<file path="config.mk">
export PLATFORM = sky130hd
export DESIGN_NAME = intc_grouped
export DESIGN_NICKNAME = d
export VERILOG_FILES = /design/src/rtl/intc_pkg.sv /design/src/rtl/intc_regs.sv /design/src/rtl/intc_enable_map.sv /design/src/rtl/intc_arbiter.sv /design/src/rtl/intc_grouped.sv
export SDC_FILE = /design/constraint.sdc
export NUM_CORES = 1
export LEC_CHECK = 0
export BUFFER_PORTS_ARGS = -buffer_cell sky130_fd_sc_hd__buf_2
export CORE_ASPECT_RATIO = 0.7
export CORE_MARGIN = 1.5
export CORE_UTILIZATION = 40
export CTS_BUF_LIST = sky130_fd_sc_hd__clkbuf_16
export CTS_CLUSTER_DIAMETER = 200
export DETAILED_ROUTE_END_ITERATION = 10
export PLACE_DENSITY = 0.56
export SYNTH_ARGS = -nofsm -noshare
export SYNTH_HDL_FRONTEND = slang
export SYNTH_SLANG_ARGS = --single-unit
</file>
<file path="constraint.sdc">
create_clock -name clk_i -period 30.5 [get_ports clk_i]
set_input_delay 0 -clock clk_i [delete_from_list [all_inputs] [get_ports clk_i]]
set_output_delay 0 -clock clk_i [all_outputs]
set_load 0.05 [all_outputs]
</file>
<file path="src/rtl/intc_pkg.sv">
package intc_pkg;
  localparam int NUM_SRC   = 13;
  localparam int NUM_PREG  = 3;
  localparam int FLD_PER   = 4;
  localparam int FIELD_W   = 4;
  localparam int PREG_W    = FLD_PER * FIELD_W;
  localparam int NUM_FLD   = NUM_PREG * FLD_PER;
  localparam int MASK_W    = 32;
  localparam int VEC_W     = 12;
  localparam int ADDR_W    = 3;
  localparam int DATA_W    = 32;
  localparam int GATE_SET  = 4;
  localparam int GATE_CLR  = 5;

  typedef logic [NUM_SRC-1:0] src_set_t;

  // sources referenced by priority field f (f = reg*FLD_PER + position)
  function automatic src_set_t field_members(int f);
    src_set_t m;
    m = '0;
    case (f)
      0:  m[0] = 1'b1;
      1:  m[1] = 1'b1;
      2:  m[3:2] = 2'b11;
      4:  m[4] = 1'b1;
      6:  m[8:5] = 4'hf;
      7:  m[9] = 1'b1;
      8:  m[10] = 1'b1;
      9:  m[11] = 1'b1;
      11: m[12] = 1'b1;
      default: m = '0;
    endcase
    return m;
  endfunction

  // sources referenced by gate bit b
  function automatic src_set_t gate_members(int b);
    src_set_t m;
    m = '0;
    case (b)
      0: m[12] = 1'b1;
      8: m[10] = 1'b1;
      9: m[11] = 1'b1;
      default: m = '0;
    endcase
    return m;
  endfunction

  function automatic logic [VEC_W-1:0] src_vector(int s);
    logic [VEC_W-1:0] v;
    case (s)
      0:  v = 12'h400;
      1:  v = 12'h420;
      2:  v = 12'h440;
      3:  v = 12'h460;
      4:  v = 12'h560;
      5:  v = 12'h700;
      6:  v = 12'h720;
      7:  v = 12'h740;
      8:  v = 12'h760;
      9:  v = 12'h600;
      10: v = 12'hb00;
      11: v = 12'hb80;
      12: v = 12'ha00;
      default: v = '0;
    endcase
    return v;
  endfunction
endpackage

</file>
<file path="src/rtl/intc_regs.sv">
module intc_regs
  import intc_pkg::*;
(
  input  logic                             clk_i,
  input  logic                             rst_ni,
  input  logic                             we_i,
  input  logic [ADDR_W-1:0]                addr_i,
  input  logic [DATA_W-1:0]                wdata_i,
  output logic [DATA_W-1:0]                rdata_o,
  output logic [NUM_PREG-1:0][PREG_W-1:0]  prio_o,
  output logic [MASK_W-1:0]                gate_o
);
  logic [NUM_PREG-1:0][PREG_W-1:0] prio_q;
  logic [MASK_W-1:0]               gate_q;

  for (genvar p = 0; p < NUM_PREG; p++) begin : g_preg
    always_ff @(posedge clk_i or negedge rst_ni) begin
      if (!rst_ni)                                  prio_q[p] <= '0;
      else if (we_i && addr_i == ADDR_W'(p))        prio_q[p] <= wdata_i[PREG_W-1:0];
    end
  end

  always_ff @(posedge clk_i or negedge rst_ni) begin
    if (!rst_ni) gate_q <= '0;
    else if (we_i && addr_i == ADDR_W'(GATE_SET)) gate_q <= gate_q | wdata_i[MASK_W-1:0];
    else if (we_i && addr_i == ADDR_W'(GATE_CLR)) gate_q <= gate_q & ~wdata_i[MASK_W-1:0];
  end

  always_comb begin
    rdata_o = '0;
    for (int p = 0; p < NUM_PREG; p++)
      if (addr_i == ADDR_W'(p)) rdata_o = DATA_W'(prio_q[p]);
    if (addr_i == ADDR_W'(GATE_SET) || addr_i == ADDR_W'(GATE_CLR))
      rdata_o = DATA_W'(gate_q);
  end

  assign prio_o = prio_q;
  assign gate_o = gate_q;
endmodule

</file>
<file path="src/rtl/intc_enable_map.sv">
module intc_enable_map
  import intc_pkg::*;
(
  input  logic [NUM_PREG-1:0][PREG_W-1:0]  prio_i,
  input  logic [MASK_W-1:0]                gate_i,
  output logic [NUM_SRC-1:0]               en_o,
  output logic [NUM_SRC-1:0][FIELD_W-1:0]  lvl_o
);
  always_comb begin
    src_set_t             mem;
    logic [FIELD_W-1:0]   fv;
    logic                 all_ok;
    logic                 has_ref;
    for (int s = 0; s < NUM_SRC; s++) begin
      all_ok   = 1'b1;
      has_ref  = 1'b0;
      lvl_o[s] = '0;
      for (int f = 0; f < NUM_FLD; f++) begin
        mem = field_members(f);
        fv  = prio_i[f / FLD_PER][PREG_W-1-(f % FLD_PER)*FIELD_W -: FIELD_W];
        if (mem[s]) begin
          has_ref = 1'b1;
          if (fv == '0) all_ok = 1'b0;
          if (fv > lvl_o[s]) lvl_o[s] = fv;
        end
      end
      // every gate bit naming this source must also be set
      for (int b = 0; b < MASK_W; b++) begin
        mem = gate_members(b);
        if (mem[s]) begin
          has_ref = 1'b1;
          if (!gate_i[b]) all_ok = 1'b0;
        end
      end
      en_o[s] = all_ok && has_ref;
    end
  end
endmodule

</file>
<file path="src/rtl/intc_arbiter.sv">
module intc_arbiter
  import intc_pkg::*;
(
  input  logic [NUM_SRC-1:0]               req_i,
  input  logic [NUM_SRC-1:0]               en_i,
  input  logic [NUM_SRC-1:0][FIELD_W-1:0]  lvl_i,
  output logic                             irq_o,
  output logic [FIELD_W-1:0]               lvl_o,
  output logic [VEC_W-1:0]                 vec_o
);
  always_comb begin
    irq_o = 1'b0;
    lvl_o = '0;
    vec_o = '0;
    // strict compare keeps the lowest index on a tie
    for (int s = 0; s < NUM_SRC; s++) begin
      if (req_i[s] && en_i[s] && lvl_i[s] > lvl_o) begin
        irq_o = 1'b1;
        lvl_o = lvl_i[s];
        vec_o = src_vector(s);
      end
    end
  end
endmodule

</file>
<file path="src/rtl/intc_grouped.sv">
module intc_grouped
  import intc_pkg::*;
(
  input  logic                  clk_i,
  input  logic                  rst_ni,
  input  logic [NUM_SRC-1:0]    req_i,
  input  logic                  bus_we_i,
  input  logic [ADDR_W-1:0]     bus_addr_i,
  input  logic [DATA_W-1:0]     bus_wdata_i,
  output logic [DATA_W-1:0]     bus_rdata_o,
  output logic                  irq_o,
  output logic [FIELD_W-1:0]    irq_level_o,
  output logic [VEC_W-1:0]      irq_vector_o
);
  logic [NUM_PREG-1:0][PREG_W-1:0] prio_q;
  logic [MASK_W-1:0]               mask_q;
  logic [NUM_SRC-1:0]              src_en;
  logic [NUM_SRC-1:0][FIELD_W-1:0] src_lvl;
  logic                            win_irq;
  logic [FIELD_W-1:0]              win_lvl;
  logic [VEC_W-1:0]                win_vec;

  intc_regs u_regs (
    .clk_i   (clk_i),
    .rst_ni  (rst_ni),
    .we_i    (bus_we_i),
    .addr_i  (bus_addr_i),
    .wdata_i (bus_wdata_i),
    .rdata_o (bus_rdata_o),
    .prio_o  (prio_q),
    .gate_o  (mask_q)
  );

  intc_enable_map u_map (
    .prio_i (prio_q),
    .gate_i (mask_q),
    .en_o   (src_en),
    .lvl_o  (src_lvl)
  );

  intc_arbiter u_arb (
    .req_i (req_i),
    .en_i  (src_en),
    .lvl_i (src_lvl),
    .irq_o (win_irq),
    .lvl_o (win_lvl),
    .vec_o (win_vec)
  );

  always_ff @(posedge clk_i or negedge rst_ni) begin
    if (!rst_ni) begin
      irq_o        <= 1'b0;
      irq_level_o  <= '0;
      irq_vector_o <= '0;
    end else begin
      irq_o        <= win_irq;
      irq_level_o  <= win_lvl;
      irq_vector_o <= win_vec;
    end
  end
endmodule

</file>
==> After elaboration in Yosys (flattened, before gate mapping) <==
Index checks and enable logic that the tools add are counted.
{ "word_totals": {"regBits": 97, "elab_cells": 145} }
{ "classes": {"order_cmp": 22, "eq_ne": 4, "muxes": 66, "bitwise_logic": 3, "n_reduce_logical": 43} }
{ "ops": {"columns": ["cell", "n"], "rows": [
  ["11-bit two-way mux", 10],
  ["32-bit two-way mux", 3],
  ["4-bit two-way mux", 22],
  ["4-bit greater-than comparator", 12],
  ["16-bit two-way mux", 3],
  ["4-bit by 1-bit greater-than comparator with 1-bit output, second input constant", 10],
  ["4-bit logical NOT", 9],
  ["12-bit two-way mux", 3],
  ["32-bit AND", 1],
  ["32-bit NOT", 1],
  ["32-bit bitwise OR", 1],
  ["1-bit logical AND", 31],
  ["1-bit two-way mux", 25],
  ["3-bit == test, second input constant", 2],
  ["3-bit by 1-bit == test with 1-bit output, second input constant", 1],
  ["3-bit by 2-bit == test with 1-bit output, second input constant", 1],
  ["3-bit logical NOT", 1],
  ["2-bit nonzero test", 1],
  ["1-bit logical OR", 1]
]} }

==> Depth between registers and ports, before layout <==
{ "logic_depth": {"ltp_word": 41, "mapped_depth": 108, "depth_no_buf": 103} }

==> By module <==
A second synthesis with hierarchy kept.
{ "unflattened": {"hier_cells": 823, "hier_area_um2": 7902.6} }
{ "by_module_without_submodules": {"columns": ["module", "n_inst", "cells_each", "area_per_inst_um2", "seq_area_each_um2"], "rows": [
  ["intc_regs", 1, 342, 4222.8, 2001.9],
  ["intc_arbiter", 1, 399, 2890.3, 0.0],
  ["intc_grouped", 1, 17, 425.4, 425.4],
  ["intc_enable_map", 1, 65, 364.1, 0.0]
]} }

==> Worst setup path after synthesis <==
No wires, ideal clock.
{ "synth_timing": {"kind": "reg2reg", "start": "register u_regs.prio_q, in the netlist u_regs.prio_o[14]", "end": "register irq_level_o[2]", "setup_time_ps": 87, "t_arrival_ps": 19508, "t_required_ps": 30413, "setup_slack_ps": 10906, "path_stages_with_launch": 100, "path_buffers": 6, "period_less_slack_ps": 19594, "cell_sequence": "dfrtp_1 nand2_1 clkbuf_1 ha_1 nand4_1 nand3_1 o21ba_1 buf_6 buf_2 mux2_2 ha_1 nand2_1 o21ai_0 or2_2 o22ai_1 nor2_1 or2_1 buf_4 (+64 left out) a2111oi_4 a21o_2 o31a_4 mux2_1 inv_1 ha_1 a21oi_1 o2bb2a_1 o221a_4 nand2_1 mux2i_1 ha_1 nand4_1 nand3_1 nor3_1 clkbuf_1 nand2_1 o211ai_1"} }
{ "synth_between": {"elab_chain_len": 41} }
{ "synth_lines": {"columns": ["element", "line_no", "source"], "rows": [
  ["start, declared", "intc_regs.sv:13", "logic [NUM_PREG-1:0][PREG_W-1:0] prio_q;"],
  ["start signal, assigned by index", "intc_regs.sv:19", "else if (we_i && addr_i == ADDR_W'(p)) prio_q[p] <= wdata_i[PREG_W-1:0];"],
  ["4-bit by 1-bit greater-than comparator with 1-bit output or 4-bit logical NOT (tied branches)", null, null],
  ["4-bit two-way mux or 1-bit two-way mux (tied branches)", "intc_enable_map.sv:24, intc_enable_map.sv:23", null],
  ["4-bit by 1-bit greater-than comparator with 1-bit output or 1-bit logical AND (tied branches)", "intc_arbiter.sv:17", "if (req_i[s] && en_i[s] && lvl_i[s] > lvl_o) begin"],
  ["1-bit logical AND", "intc_arbiter.sv:17", null],
  ["4-bit two-way mux *", "intc_arbiter.sv:17", null],
  ["4-bit greater-than comparator", "intc_arbiter.sv:17", null],
  ["1-bit logical AND", "intc_arbiter.sv:17", null],
  ["4-bit two-way mux *", "intc_arbiter.sv:17", null],
  ["(+26 left out)", null, null],
  ["4-bit two-way mux *", "intc_arbiter.sv:17", null],
  ["4-bit greater-than comparator", "intc_arbiter.sv:17", null],
  ["1-bit logical AND", "intc_arbiter.sv:17", null],
  ["4-bit two-way mux *", "intc_arbiter.sv:17", null],
  ["4-bit greater-than comparator", "intc_arbiter.sv:17", null],
  ["1-bit logical AND", "intc_arbiter.sv:17", null],
  ["4-bit two-way mux *", "intc_arbiter.sv:17", null],
  ["net u_arb.lvl_o[2]", "intc_arbiter.sv:8", "output logic [FIELD_W-1:0] lvl_o,"],
  ["end signal, assigned", "intc_grouped.sv:57", "irq_level_o <= win_lvl;"],
  ["end, declared", "intc_grouped.sv:12", "output logic [FIELD_W-1:0] irq_level_o,"]
]} }
Mark *: on every way through the listed nets, which the timed path passes. The rest lies on a longest branch.
A chain may end at the register's enable or synchronous reset.

==> Worst setup path after layout <==
{ "layout_timing": {"start": "register u_regs.prio_q, in the netlist u_regs.prio_o[14]", "end": "register irq_level_o[3]"} }
The elaborated chain is that of the path after synthesis.

==> summary.md <==
The run finished with clean final reports. The total count of hold-check failures in the final report was 0. For the final database, setup skew stands at 0.00562 ns. The startpoint identified for the worst register-to-register timing path is u_regs.prio_o[14]. Multiplexer cells account for 7.25% of the synthesized area. On the worst path, the slowest cell contributes a delay of 0.71 ns. The largest total area in the synthesized netlist belongs to sky130_fd_sc_hd__dfrtp_1. In this run the deepest clock path goes through 2 buffers.

Across all register-to-register paths, the minimum setup slack is 8.10 ns. The total of flip-flops plus latches after synthesis is 92, and the share of the synthesized area in the top cell type is 32.2%. TritonCTS built the clock tree. The routed design has 21300 um of wire. Entering global routing, the biggest net connects 68 pins. The part of the Yosys area used for sequential elements is 32.2%. The slew at the pin closest to its max-slew limit was 0.960 ns.

The clock reaches the later pin of the worst-skew pair after 0.34 ns. The HPWL after detailed placement is 15800 um. STA puts the critical path data arrival time at 22.65 ns.

Once placement finished, the instance area stood at 7710 um^2. Die height: 115 um. The type of the tightest min-delay check is in2async. Global routing used 23.4% of the available tracks across all layers. Buffers inserted to repair hold after CTS numbered 33. The tools report the endpoint type of the worst setup path as a flop. For the count of vias placed by the detailed router, the log shows 6714. The cell with the most instances on the worst path was sky130_fd_sc_hd__ha_1. The number of enable-type register cells in the synthesized netlist is 0, and the area fraction in compound gates after synthesis is 27.5%. The H-tree depth is 3. After synthesis, the most frequently instantiated cells are 124 x sky130_fd_sc_hd__nand2_1, 92 x sky130_fd_sc_hd__dfrtp_1, 70 x sky130_fd_sc_hd__o21ai_0.

The die covers 18700 um^2. The shortest clock period the worst path allows after layout is 22.40 ns, and the count of input and output buffers is 94. The core region is 17300 um^2. The remaining number of nets flagged by the antenna check after routing was 0; the depth of the worst register-to-register path was 95. The tools report the number of antenna violations at the first check in global routing as 0. The post-synthesis async set-or-reset flop share is 100%. Of the available clock period, the critical path in the final layout requires 73.4%.

The maximum net fanout on the critical path works out to 17. The synthesis warning total is 0, and the area share of xor/xnor cells in the synthesized design is 1.10%. For this block, the initial DRC count from the detailed router was 481.

In the final layout, the share of cells above drive strength 1 is 20.1%. The filler cells instantiated in the layout total 1719. Per-instance average area after synthesis: 8.41 um^2. The tree is rooted in a sky130_fd_sc_hd__clkbuf_16. The finished cells cover 8330 um^2. The first global-routing pass estimated 34300 um of wire.

The TritonCTS buffer count was 9; the setup fix buffers added after clock tree synthesis was 0. Timing would allow up to 44.6 MHz. The tools report the category of the worst setup path launch point as a flop. Measured against its own limit, the worst slew margin works out to 36.0%.

After detailed routing, the number of remaining DRC violations is 0. The type of the worst setup path was reg2reg. Among all cell types in the netlist, the one instantiated most often is sky130_fd_sc_hd__nand2_1. Max-cap violations in this run came to 0. The tools report the final sum of negative setup slack as 0 ns. The area growth from synthesis to layout is 16.5%. The number of antenna diodes in the final layout is 0.

The leading register cell type out of synthesis was sky130_fd_sc_hd__dfrtp_1. The number of different library cells in the post-synthesis netlist was 95. At the end of routability-driven placement, the weighted congestion stood at 0.916. The run gives 41.3% as the initial core utilization. The run gives 0 as the overflow left after global routing. Via-per-instance ratio: 5.73. By area the synthesized netlist is led by sky130_fd_sc_hd__dfrtp_1 32%, sky130_fd_sc_hd__nand2_1 6.5%, sky130_fd_sc_hd__mux2_2 5.7%. The tools report the net total in the final layout as 1018. The horizontal die dimension is 163 um.

The register clock-pin slew on the reported worst setup and hold paths was 0.06 ns; the I/O pin count was 100. The run gives 92 as the number of sinks handled by clock tree synthesis. The run gives 0 as the number of failing setup endpoints in the final timing report.

By area, the combinational part of the netlist is dominated by compound AO/OA/AOI/OAI gates. The tools report the gate count after technology mapping as 850. Setup repair after global routing left no endpoint under its margin.

Data on the critical path is required at its endpoint by 30.75 ns. The first detailed-routing pass took 5 iterations. After detailed routing, the average wire length per cell comes to 18.2 um. The count of pins over their slew limit is 0. In this run, post-CTS repair resized a total of 0 instances. The synthesized area is 7150 um^2, and the number of global-route vias before repair is 6186. Of the total synthesized cell area, the portion taken by full adders, half adders and majority gates is 5.57%. The simple-gate portion of the synthesized area is 20.5%, and the total number of placement rows is 40.

The endpoint identified for the worst register-to-register timing path is irq_level_o[3]. The highest-delay cell along the critical path was sky130_fd_sc_hd__o31ai_1.
## kinds of logic after synthesis
logic type / after synthesis
and+or+nand+nor: 291
AOI/OAI and AO/OA: 279
buffers and inverters: 99
DFF: 92
muxes: 47
adders and majority gates: 32
xor gates and xnor gates: 9
other: 1
## cell usage in the layout (no fill, tap or decap), types with 12 or more instances in the layout
cell type	netlist	final
sky130_fd_sc_hd__dfrtp_1	92	92
sky130_fd_sc_hd__nand2_1	124	124
sky130_fd_sc_hd__o21a_1	19	19
sky130_fd_sc_hd__a21oi_1	59	59
sky130_fd_sc_hd__and2_1	26	26
sky130_fd_sc_hd__o22ai_1	19	19
sky130_fd_sc_hd__buf_2	2	93
sky130_fd_sc_hd__nor2b_1	20	20
sky130_fd_sc_hd__nor3_1	13	12
sky130_fd_sc_hd__inv_1	35	36
sky130_fd_sc_hd__o21ai_0	70	70
sky130_fd_sc_hd__dlygate4sd3_1	0	33
sky130_fd_sc_hd__mux2_2	36	36
sky130_fd_sc_hd__nor2_1	39	39
sky130_fd_sc_hd__ha_1	31	31
sky130_fd_sc_hd__nand3_1	14	14
## worst max-delay path by stage
stage | startpoint | to | slack (ns) | depth (start not counted)
CTS | u_regs.prio_o[14] | irq_level_o[3] | 8.43 | 95
floorplan | u_regs.prio_o[14] | irq_level_o[2] | 10.91 | 99
finish | u_regs.prio_o[14] | irq_level_o[3] | 8.10 | 95
global route | u_regs.prio_o[14] | irq_level_o[3] | 6.09 | 97
detailed placement | u_regs.prio_o[14] | irq_level_o[3] | 8.53 | 95
global placement | u_regs.prio_o[14] | irq_level_o[3] | 9.06 | 98
## routing by layer
layer  global-route usage (%)  up-vias  wire length, um
li1                         -     3255                -
met1                     37.3     3246            11100
met2                     32.7      200             8630
met3                     4.47       13             1400
met4                     3.55        0              170
met5                        0        -                0
## critical path, delay by kind of cell, from the launching register on
kind | cells | cell delay (ns)
AOI/OAI and AO/OA | 41 | 10.18
and+or+nand+nor | 29 | 5.57
adders and majority gates | 12 | 3.67
muxes | 6 | 1.76
buffers and inverters | 7 | 0.72
DFF | 1 | 0.40
## through the flow
stage                     hold slack [ns]  setup WS (ns)  utilization (%)  std cells
after floorplan                    -0.296          10.91                -        854
after global placement            -0.0119           9.06             44.5       1123
after detailed placement          -0.0161           8.53             44.5       1123
after CTS                           0.171           8.43             48.1       1172
after global routing                0.201           6.09             48.1       1172
final                               0.153           8.10             48.1       1172
## final cells by class
type | instances | area (um^2) | area share [%]
clock inverter | 7 | 58.8 | 0.706
clock buffer | 9 | 225 | 2.71
multi-input combinational | 663 | 4460 | 53.6
tap | 231 | 289 | 3.47
inverter | 36 | 135 | 1.62
timing repair buffer | 134 | 856 | 10.3
sequential | 92 | 2300 | 27.7
Power is not shown: default switching activity piles up to over one toggle a cycle in this logic, so the estimate is an artifact.
